**src/rtl/scrcopy_pkg.sv**
```systemverilog
package scrcopy_pkg;
  typedef enum logic [2:0] {
    CP_IDLE,
    CP_STOP,
    CP_SETTLE,
    CP_XFER,
    CP_BUSOFF,
    CP_RESUME
  } cp_state_t;
endpackage

```
**src/rtl/scrcopy_ctrl.sv**
```systemverilog
module scrcopy_ctrl
  import scrcopy_pkg::*;
#(
  parameter int BURST_LEN  = 128,
  parameter int BURSTS     = 13,
  parameter int SETTLE_CYC = 2,
  parameter int WAIT_CYC   = 1
) (
  input  logic clk,
  input  logic rst,
  input  logic frame_stb,
  input  logic line_stb,
  output logic clk_en,
  output logic bus_en,
  output logic ce_n,
  output logic addr_oe,
  output logic frame_apply,
  output logic burst_load,
  output logic byte_adv
);
  localparam int SC_W   = $clog2(SETTLE_CYC + 1);
  localparam int WC_W   = (WAIT_CYC > 0) ? $clog2(WAIT_CYC + 1) : 1;
  localparam int BI_W   = $clog2(BURST_LEN);
  localparam int LEFT_W = $clog2(BURSTS + 1);

  cp_state_t          st;
  logic               pend;
  logic [SC_W-1:0]    sc;
  logic [WC_W-1:0]    wc;
  logic [BI_W-1:0]    bi;
  logic [LEFT_W-1:0]  left;
  logic               last_byte;

  always_comb begin
    frame_apply = (st == CP_IDLE) && (frame_stb || pend);
    burst_load  = (st == CP_SETTLE) && (sc == SC_W'(SETTLE_CYC - 1));
    byte_adv    = (st == CP_XFER) && (wc == WC_W'(WAIT_CYC));
    last_byte   = byte_adv && (bi == BI_W'(BURST_LEN - 1));
  end

  always_ff @(posedge clk) begin
    if (rst) begin
      st      <= CP_IDLE;
      pend    <= 1'b0;
      left    <= '0;
      sc      <= '0;
      wc      <= '0;
      bi      <= '0;
      clk_en  <= 1'b1;
      bus_en  <= 1'b1;
      ce_n    <= 1'b1;
      addr_oe <= 1'b0;
    end else begin
      if (frame_apply)    pend <= 1'b0;
      else if (frame_stb) pend <= 1'b1;
      case (st)
        CP_IDLE: begin
          if (frame_apply) begin
            left <= LEFT_W'(BURSTS);
          end else if (line_stb && left != '0) begin
            clk_en <= 1'b0;
            st     <= CP_STOP;
          end
        end
        CP_STOP: begin
          bus_en <= 1'b0;
          sc     <= '0;
          st     <= CP_SETTLE;
        end
        CP_SETTLE: begin
          if (burst_load) begin
            addr_oe <= 1'b1;
            ce_n    <= 1'b0;
            wc      <= '0;
            bi      <= '0;
            st      <= CP_XFER;
          end else begin
            sc <= sc + 1'b1;
          end
        end
        CP_XFER: begin
          if (byte_adv) begin
            wc <= '0;
            bi <= bi + 1'b1;
            if (last_byte) begin
              addr_oe <= 1'b0;
              ce_n    <= 1'b1;
              st      <= CP_BUSOFF;
            end
          end else begin
            wc <= wc + 1'b1;
          end
        end
        CP_BUSOFF: begin
          bus_en <= 1'b1;
          st     <= CP_RESUME;
        end
        CP_RESUME: begin
          clk_en <= 1'b1;
          left   <= left - 1'b1;
          st     <= CP_IDLE;
        end
        default: st <= CP_IDLE;
      endcase
    end
  end
endmodule

```
**src/rtl/scrcopy_addr.sv**
```systemverilog
module scrcopy_addr #(
  parameter int SRAM_AW   = 16,
  parameter int PAGE_BITS = 8,
  parameter int BURST_LEN = 128,
  parameter int BUF_AW    = 11
) (
  input  logic               clk,
  input  logic               rst,
  input  logic               frame_stb,
  input  logic               frame_apply,
  input  logic [SRAM_AW-1:0] scr_base,
  input  logic               burst_load,
  input  logic               byte_adv,
  output logic [SRAM_AW-1:0] src_addr,
  output logic [BUF_AW-1:0]  dst_addr
);
  localparam int HI_W = SRAM_AW - PAGE_BITS;

  logic [SRAM_AW-1:0]   base_q;
  logic [SRAM_AW-1:0]   blk;
  logic [PAGE_BITS-1:0] lo_next;

  always_comb lo_next = src_addr[PAGE_BITS-1:0] + 1'b1;

  always_ff @(posedge clk) begin
    if (rst) begin
      base_q   <= '0;
      blk      <= '0;
      src_addr <= '0;
      dst_addr <= '0;
    end else begin
      if (frame_stb) base_q <= scr_base;
      if (frame_apply) begin
        blk      <= frame_stb ? scr_base : base_q;
        dst_addr <= '0;
      end
      if (burst_load) begin
        src_addr <= blk;
        blk      <= blk + SRAM_AW'(BURST_LEN);
      end
      if (byte_adv) begin
        src_addr <= {src_addr[SRAM_AW-1:SRAM_AW-HI_W], lo_next};
        dst_addr <= dst_addr + 1'b1;
      end
    end
  end
endmodule

```
**src/rtl/scrcopy_engine.sv**
```systemverilog
module scrcopy_engine #(
  parameter int SRAM_AW    = 16,
  parameter int DATA_W     = 8,
  parameter int BURST_LEN  = 128,
  parameter int BURSTS     = 13,
  parameter int SETTLE_CYC = 2,
  parameter int WAIT_CYC   = 1,
  localparam int BUF_AW    = $clog2(BURSTS * BURST_LEN)
) (
  input  logic               clk,
  input  logic               rst,
  input  logic               frame_stb,
  input  logic               line_stb,
  input  logic [SRAM_AW-1:0] scr_base,
  output logic               cpu_clk_en,
  output logic               cpu_be,
  output logic [SRAM_AW-1:0] sram_addr,
  output logic               sram_addr_oe,
  output logic               sram_ce_n,
  input  logic [DATA_W-1:0]  sram_rdata,
  output logic               buf_we,
  output logic [BUF_AW-1:0]  buf_addr,
  output logic [DATA_W-1:0]  buf_wdata
);
  logic              frame_apply;
  logic              burst_load;
  logic              byte_adv;
  logic [BUF_AW-1:0] dst_addr;

  scrcopy_ctrl #(
    .BURST_LEN (BURST_LEN),
    .BURSTS    (BURSTS),
    .SETTLE_CYC(SETTLE_CYC),
    .WAIT_CYC  (WAIT_CYC)
  ) u_ctrl (
    .clk        (clk),
    .rst        (rst),
    .frame_stb  (frame_stb),
    .line_stb   (line_stb),
    .clk_en     (cpu_clk_en),
    .bus_en     (cpu_be),
    .ce_n       (sram_ce_n),
    .addr_oe    (sram_addr_oe),
    .frame_apply(frame_apply),
    .burst_load (burst_load),
    .byte_adv   (byte_adv)
  );

  scrcopy_addr #(
    .SRAM_AW  (SRAM_AW),
    .PAGE_BITS(8),
    .BURST_LEN(BURST_LEN),
    .BUF_AW   (BUF_AW)
  ) u_addr (
    .clk        (clk),
    .rst        (rst),
    .frame_stb  (frame_stb),
    .frame_apply(frame_apply),
    .scr_base   (scr_base),
    .burst_load (burst_load),
    .byte_adv   (byte_adv),
    .src_addr   (sram_addr),
    .dst_addr   (dst_addr)
  );

  always_ff @(posedge clk) begin
    if (rst) begin
      buf_we    <= 1'b0;
      buf_addr  <= '0;
      buf_wdata <= '0;
    end else begin
      buf_we <= byte_adv;
      if (byte_adv) begin
        buf_addr  <= dst_addr;
        buf_wdata <= sram_rdata;
      end
    end
  end
endmodule

```
**config.mk**
```make
export PLATFORM = sky130hd
export DESIGN_NAME = scrcopy_engine
export DESIGN_NICKNAME = d
export VERILOG_FILES = /design/src/rtl/scrcopy_pkg.sv /design/src/rtl/scrcopy_ctrl.sv /design/src/rtl/scrcopy_addr.sv /design/src/rtl/scrcopy_engine.sv
export SDC_FILE = /design/constraint.sdc
export NUM_CORES = 1
export LEC_CHECK = 0
export BUFFER_PORTS_ARGS = -buffer_cell sky130_fd_sc_hd__buf_4
export CELL_PAD_IN_SITES_DETAIL_PLACEMENT = 1
export CELL_PAD_IN_SITES_GLOBAL_PLACEMENT = 2
export CORE_MARGIN = 4
export CORE_UTILIZATION = 30
export CTS_CLUSTER_SIZE = 28
export DETAILED_ROUTE_END_ITERATION = 16
export PLACE_DENSITY_LB_ADDON = 0.1
export SYNTH_ARGS = -nofsm -noshare
export SYNTH_HDL_FRONTEND = slang
export SYNTH_SLANG_ARGS = --single-unit
```
**constraint.sdc**
```tcl
create_clock -name clk -period 1.6 [get_ports clk]
set_input_delay 0.24 -clock clk [delete_from_list [all_inputs] [get_ports clk]]
set_output_delay 0.24 -clock clk [all_outputs]
set_load 0.1 [all_outputs]
```
* Word level (Yosys, flattened, before mapping)
Index checks and enable logic that the tools add are counted.
** Storage, ports and cells
- Flip-flop bits (word level) :: 101
- Bits of input ports :: 28
- Output and inout bits :: 40
- Logic and storage cells :: 98
** Cells by class
- Add/subtract/negate cells :: 7
- Equality and inequality tests :: 14
- Muxes and demuxes :: 34
- Bitwise operators :: 1
- Reductions and logical operators :: 24
** Operator list (number)
- 16-bit two-way mux :: 3
- 11-bit two-way mux :: 2
- 16-bit by 8-bit adder with 16-bit output, second input constant :: 1
- 8-bit two-way mux :: 2
- 3-bit two-way mux :: 5
- 3-bit one-hot mux with 5 select lines :: 1
- 7-bit two-way mux :: 2
- 7-bit one-hot mux with 2 select lines :: 1
- 2-bit nonzero test :: 7
- 2-bit != test, second input constant :: 6
- 11-bit by 1-bit adder with 11-bit output, second input constant :: 1
- 1-bit one-hot mux with 2 select lines :: 5
- 1-bit two-way mux :: 9
- 8-bit by 1-bit adder with 8-bit output, second input constant :: 1
- 4-bit one-hot mux with 2 select lines :: 1
- 2-bit AND reduction :: 4
- 7-bit by 1-bit adder with 7-bit output, second input constant :: 1
- 7-bit equality test, second input constant :: 1
- 3-bit by 2-bit equality test with 1-bit output, second input constant :: 2
- 3-bit equality test, second input constant :: 2
- 3-bit AND reduction :: 2
- 1-bit logical AND :: 5
- 5-bit AND reduction :: 1
- 4-bit two-way mux :: 1
- 14 further kinds :: 14

* Logic depth before layout (Yosys ltp)
- Depth in word-level cells :: 6
- Gate-level depth with buffers :: 7
- Mapped depth without buffers :: 6

* Hierarchy
A second synthesis with hierarchy kept.
** Unflattened totals
- Cell total of the unflattened synthesis :: 474
- Area total of the unflattened synthesis :: 4347.9 sq um
** By module, submodules not included
- scrcopy_addr :: instances 1, cells each 286, area each 2573.7 sq um
- scrcopy_ctrl :: instances 1, cells each 125, area each 1076.0 sq um
- scrcopy_engine :: instances 1, cells each 63, area each 698.2 sq um

* Worst setup path before layout
No wires, ideal clock.
- Path kind :: reg-to-reg
- Start point :: register u_addr.src_addr[0]
- End point :: register u_addr.src_addr[6]
- Arrival time :: 1.856 ns
- Required time :: 1.468 ns
- Slack :: -0.389 ns
- Cell stages (with the launch flop) :: 6
- Buffers on the path :: 0
- Clock period less this slack :: 1.989 ns
- Path through :: dfxtp_1 ha_1 and3_1 a31oi_1 o21ai_0 a21oi_1
** Between the ends
- Word-level cells in the longest chain between the ends :: 2
** RTL lines
- start, declared :: line scrcopy_addr.sv:14 : output logic [SRAM_AW-1:0] src_addr,
- start signal, assigned :: line scrcopy_addr.sv:38 : src_addr <= blk;
- start signal, assigned :: line scrcopy_addr.sv:42 : src_addr <= {src_addr[SRAM_AW-1:SRAM_AW-HI_W], lo_next};
- 8-bit by 1-bit adder with 8-bit output :: line scrcopy_addr.sv:23 : always_comb lo_next = src_addr[PAGE_BITS-1:0] + 1'b1;
- 8-bit two-way mux :: line scrcopy_addr.sv:41 : if (byte_adv) begin
No other way between the ends.
A chain may end at the register's enable or synchronous reset.

* Worst setup path in the final report
- Start point :: register u_ctrl.st[1]
- End point :: register u_addr.blk[7]
** Between the ends
- Word-level cells in the longest chain between the ends :: 3
- Elaborated cells on any way between the ends :: 6
** RTL lines
- start, declared :: line scrcopy_ctrl.sv:26 : cp_state_t st;
- start signal, assigned :: line scrcopy_ctrl.sv:43 : st <= CP_IDLE;
- start signal, assigned :: line scrcopy_ctrl.sv:62 : st <= CP_STOP;
- start signal, assigned :: line scrcopy_ctrl.sv:68 : st <= CP_SETTLE;
- 3-bit by 2-bit equality test with 1-bit output or 3-bit zero test (tied branches) :: line scrcopy_ctrl.sv:36, scrcopy_ctrl.sv:35
- 1-bit logical AND (on tied branches) :: line scrcopy_ctrl.sv:36, scrcopy_ctrl.sv:35
- 16-bit two-way mux or 2-bit nonzero test (tied branches)
- end signal, assigned :: line scrcopy_addr.sv:34 : blk <= frame_stb ? scr_base : base_q;
- end signal, assigned :: line scrcopy_addr.sv:39 : blk <= blk + SRAM_AW'(BURST_LEN);
- end, declared :: line scrcopy_addr.sv:20 : logic [SRAM_AW-1:0] blk;
Several ways; a longest one is shown, not always the timed one.

==> qor.yml <==
endpoint_kind: "flip-flop"
hp-class: "primary input to flip-flop"
grt_max_degree: 32
tightestPinTransition_ps: 409
routed_wl_um: 12100
drt_iter0_markers: 132
dpl_cell_area_um2: 5230
postSynthCellCount: 503
die_h_um: 127
top_layer_used: "met4"
antenna_found_initial: 0
die_area_um2: 16200
max_stage_delay_ps: 480
vias: 3942
post-route-period-util: 0.952
final_common_cell: "buf_4"
critical_path.cell_chain: "buf_4 > inv_2 > a2111o_1 > a221oi_2 > nor2_1"
synth_area_per_cell_um2: 8.51
gp_congestion: 0.789
diodes: 0
avgRoutedWirePerCell_um: 15.6
syn2layout_area_growth_pct: 31.4
numCtsBuffers: 9
htreeDepth: 3
drtPass1Iterations: 4
start_util: 0.307
slew_headroom: 0.727
ys_seq_area_frac: 0.472
fin_util: 0.404
grtUsageTotal: 0.155
final-setup-viol-count: 0
drc: 0
drv_cap: 0
route.met3.wl_um: 361
crit_fanout: 8
synth.distinct_cells: 59
power_density_nw_per_um2: 980
clock_sinks: 101
port-buffer-count: 67
clk_path_buf_depth: 2
slew_violations: 0
total_power_mw: 5.51
post-place-ws_ps: -108
synth_area_um2: 4280
period_needed_ps: 1520
cp.required_ps: 1850
yosys_warnings: 0
fin_worst_skew_ps: 6.61
core_um2: 13900
viasPerCell: 5.07
p_leak_nw: 2.23
rsz0062_at_grt: "true"
grt_pass1_wl_um: 20400
ioPinCount: 68
wl_met1_um: 5820
root_buffer: "clkbuf_16"
hold_viol: 0
synth-main-ff-cell: "dfxtp_1"
start_kind: "flip-flop"
final_area_um2: 5630
dieWidth_um: 127
syn_nets: 537
cts_tree: "yes"
crit_type: "flip-flop to flip-flop"
clk_latency_ps: 350
critPathArrivalTime_ps: 1770
grt.overflow.total: 0
first_global_vias: 4035
clkTransAtPathRegs_ps: 70
dpl.hpwl_um: 8700
hold_buffers: 0
outcome: "completed"
placementRows: 43
synth-seq-cells: 101
fin_ws_ps: 76.2
final_nets: 627
fmax_ghz: 0.656
ant_nets: 0
synth_edf_count: 0
met2WireLength_um: 5740
vdd_ir_drop_max_mv: 0.446
final_cell_mix: "buf_4, dfxtp_1, nand2_1"
drive_gt1_frac: 0.276
slowest_stage: "a2111o_1"
ys_async_sr_fraction: 0
cells by family (layout without fill, tap and decap cells):
family / Yosys count / count (layout) / synth area share
AND/OR/NAND/NOR: 196 / 196 / 0.217
AO/OA/AOI/OAI: 133 / 133 / 0.194
flip-flops: 101 / 101 / 0.472
buffers and inverters: 44 / 139 / 0.0462
multiplexers: 18 / 18 / 0.0433
adder cells (fa/ha/maj): 6 / 6 / 0.0175
XOR/XNOR: 5 / 5 / 0.0102
Yosys cell counts (2+ instances only):
cell type,instances,area share
xor2_1,2,0.0041
nor2_1,56,0.049
mux2i_1,14,0.033
nand2_1,74,0.065
a32oi_1,2,0.0041
inv_1,7,0.0061
a21oi_1,60,0.070
a211oi_1,13,0.023
o32a_1,3,0.0070
buf_2,10,0.012
o21ai_1,4,0.0047
mux2_2,4,0.011
a22oi_1,7,0.012
dfxtp_1,101,0.47
buf_4,3,0.0053
o21ai_0,14,0.016
and2_1,6,0.0088
and3b_1,2,0.0041
or4_1,3,0.0053
nor4_1,3,0.0044
and3_1,5,0.0073
a31oi_1,9,0.013
nand3_1,14,0.016
buf_1,4,0.0035
o21bai_1,3,0.0053
nor3_1,8,0.0094
clkbuf_1,17,0.015
ha_1,6,0.018
xnor2_1,3,0.0061
or3_1,5,0.0073
o21a_1,4,0.0070
nand4_1,10,0.015
where the power goes:
group	leakage, nW	switching [mW]	internal, mW	total [mW]
clock	0.144	1.06	1.24	2.30
sequential	0.826	0.0615	2.59	2.66
combinational	1.26	0.316	0.243	0.559
worst paths after layout:
kind                   from              to  slack, ps  cells after the start
max            u_ctrl.st[1]   u_addr.blk[7]         80                      5
min reg2reg  u_ctrl.left[0]  u_ctrl.left[0]        450                      1
max reg2reg    u_ctrl.st[1]   u_addr.blk[7]         80                      5
min           sram_rdata[2]    buf_wdata[2]        130                      3
through the flow:
step / cells / hold WS (ps) / TNS, ps
3_5_place_dp: 761 / 450 / -744
6_report: 778 / 132 / 0
2_1_floorplan: 503 / 376 / 0
3_3_place_gp: 761 / 442 / -92.2
4_1_cts: 777 / 118 / 0
5_1_grt: 778 / 129 / -4.26
what timing repair did:
| item | in CTS | in global routing |
|---|---|---|
| gates resized for setup | 8 | 18 |
| endpoints found under the setup margin | 32 | 36 |
| cloned | 0 | 0 |
| buffers inserted | 0 | 1 |
| hold endpoints to repair | 0 | 0 |
| pin swaps | 2 | 3 |
layout make-up:
class,count,area [µm²]
inverters,8,30.0
multi-input cells,358,2130
clock inverters,7,82.6
repair buffers,115,896
fillers,1638,8310
flip-flops and latches,101,2040
well taps,180,225
clock buffers,9,225
state kept, by name, indices dropped and copies added, names as in the netlist:
name,count
u_ctrl.st,3
u_ctrl.addr_oe,1
buf_we,1
u_ctrl.wc,1
buf_addr,11
buf_wdata,8
u_addr.src_addr,16
u_ctrl.ce_n,1
u_ctrl.bus_en,1
u_ctrl.sc,2
u_ctrl.pend,1
u_addr.base_q,16
u_addr.blk,16
u_ctrl.clk_en,1
u_ctrl.bi,7
u_ctrl.left,4
u_addr.dst_addr,11
per-layer routing:
metal / global-route usage / vias to the layer above
met4: 0.0574 / 0
li1: - / 1965
met1: 0.201 / 1917
met3: 0.0355 / 13
met2: 0.254 / 47
met5: 0 / -
worst max-delay path, delay by kind of cell (launching register included):
family                 cells  cell delay (ps)
AOI/OAI and AO/OA          2              780
DFF                        1              350
and+or+nand+nor            1               70
buffers and inverters      2              220
Note: power is estimated with default switching activity, not from simulation.
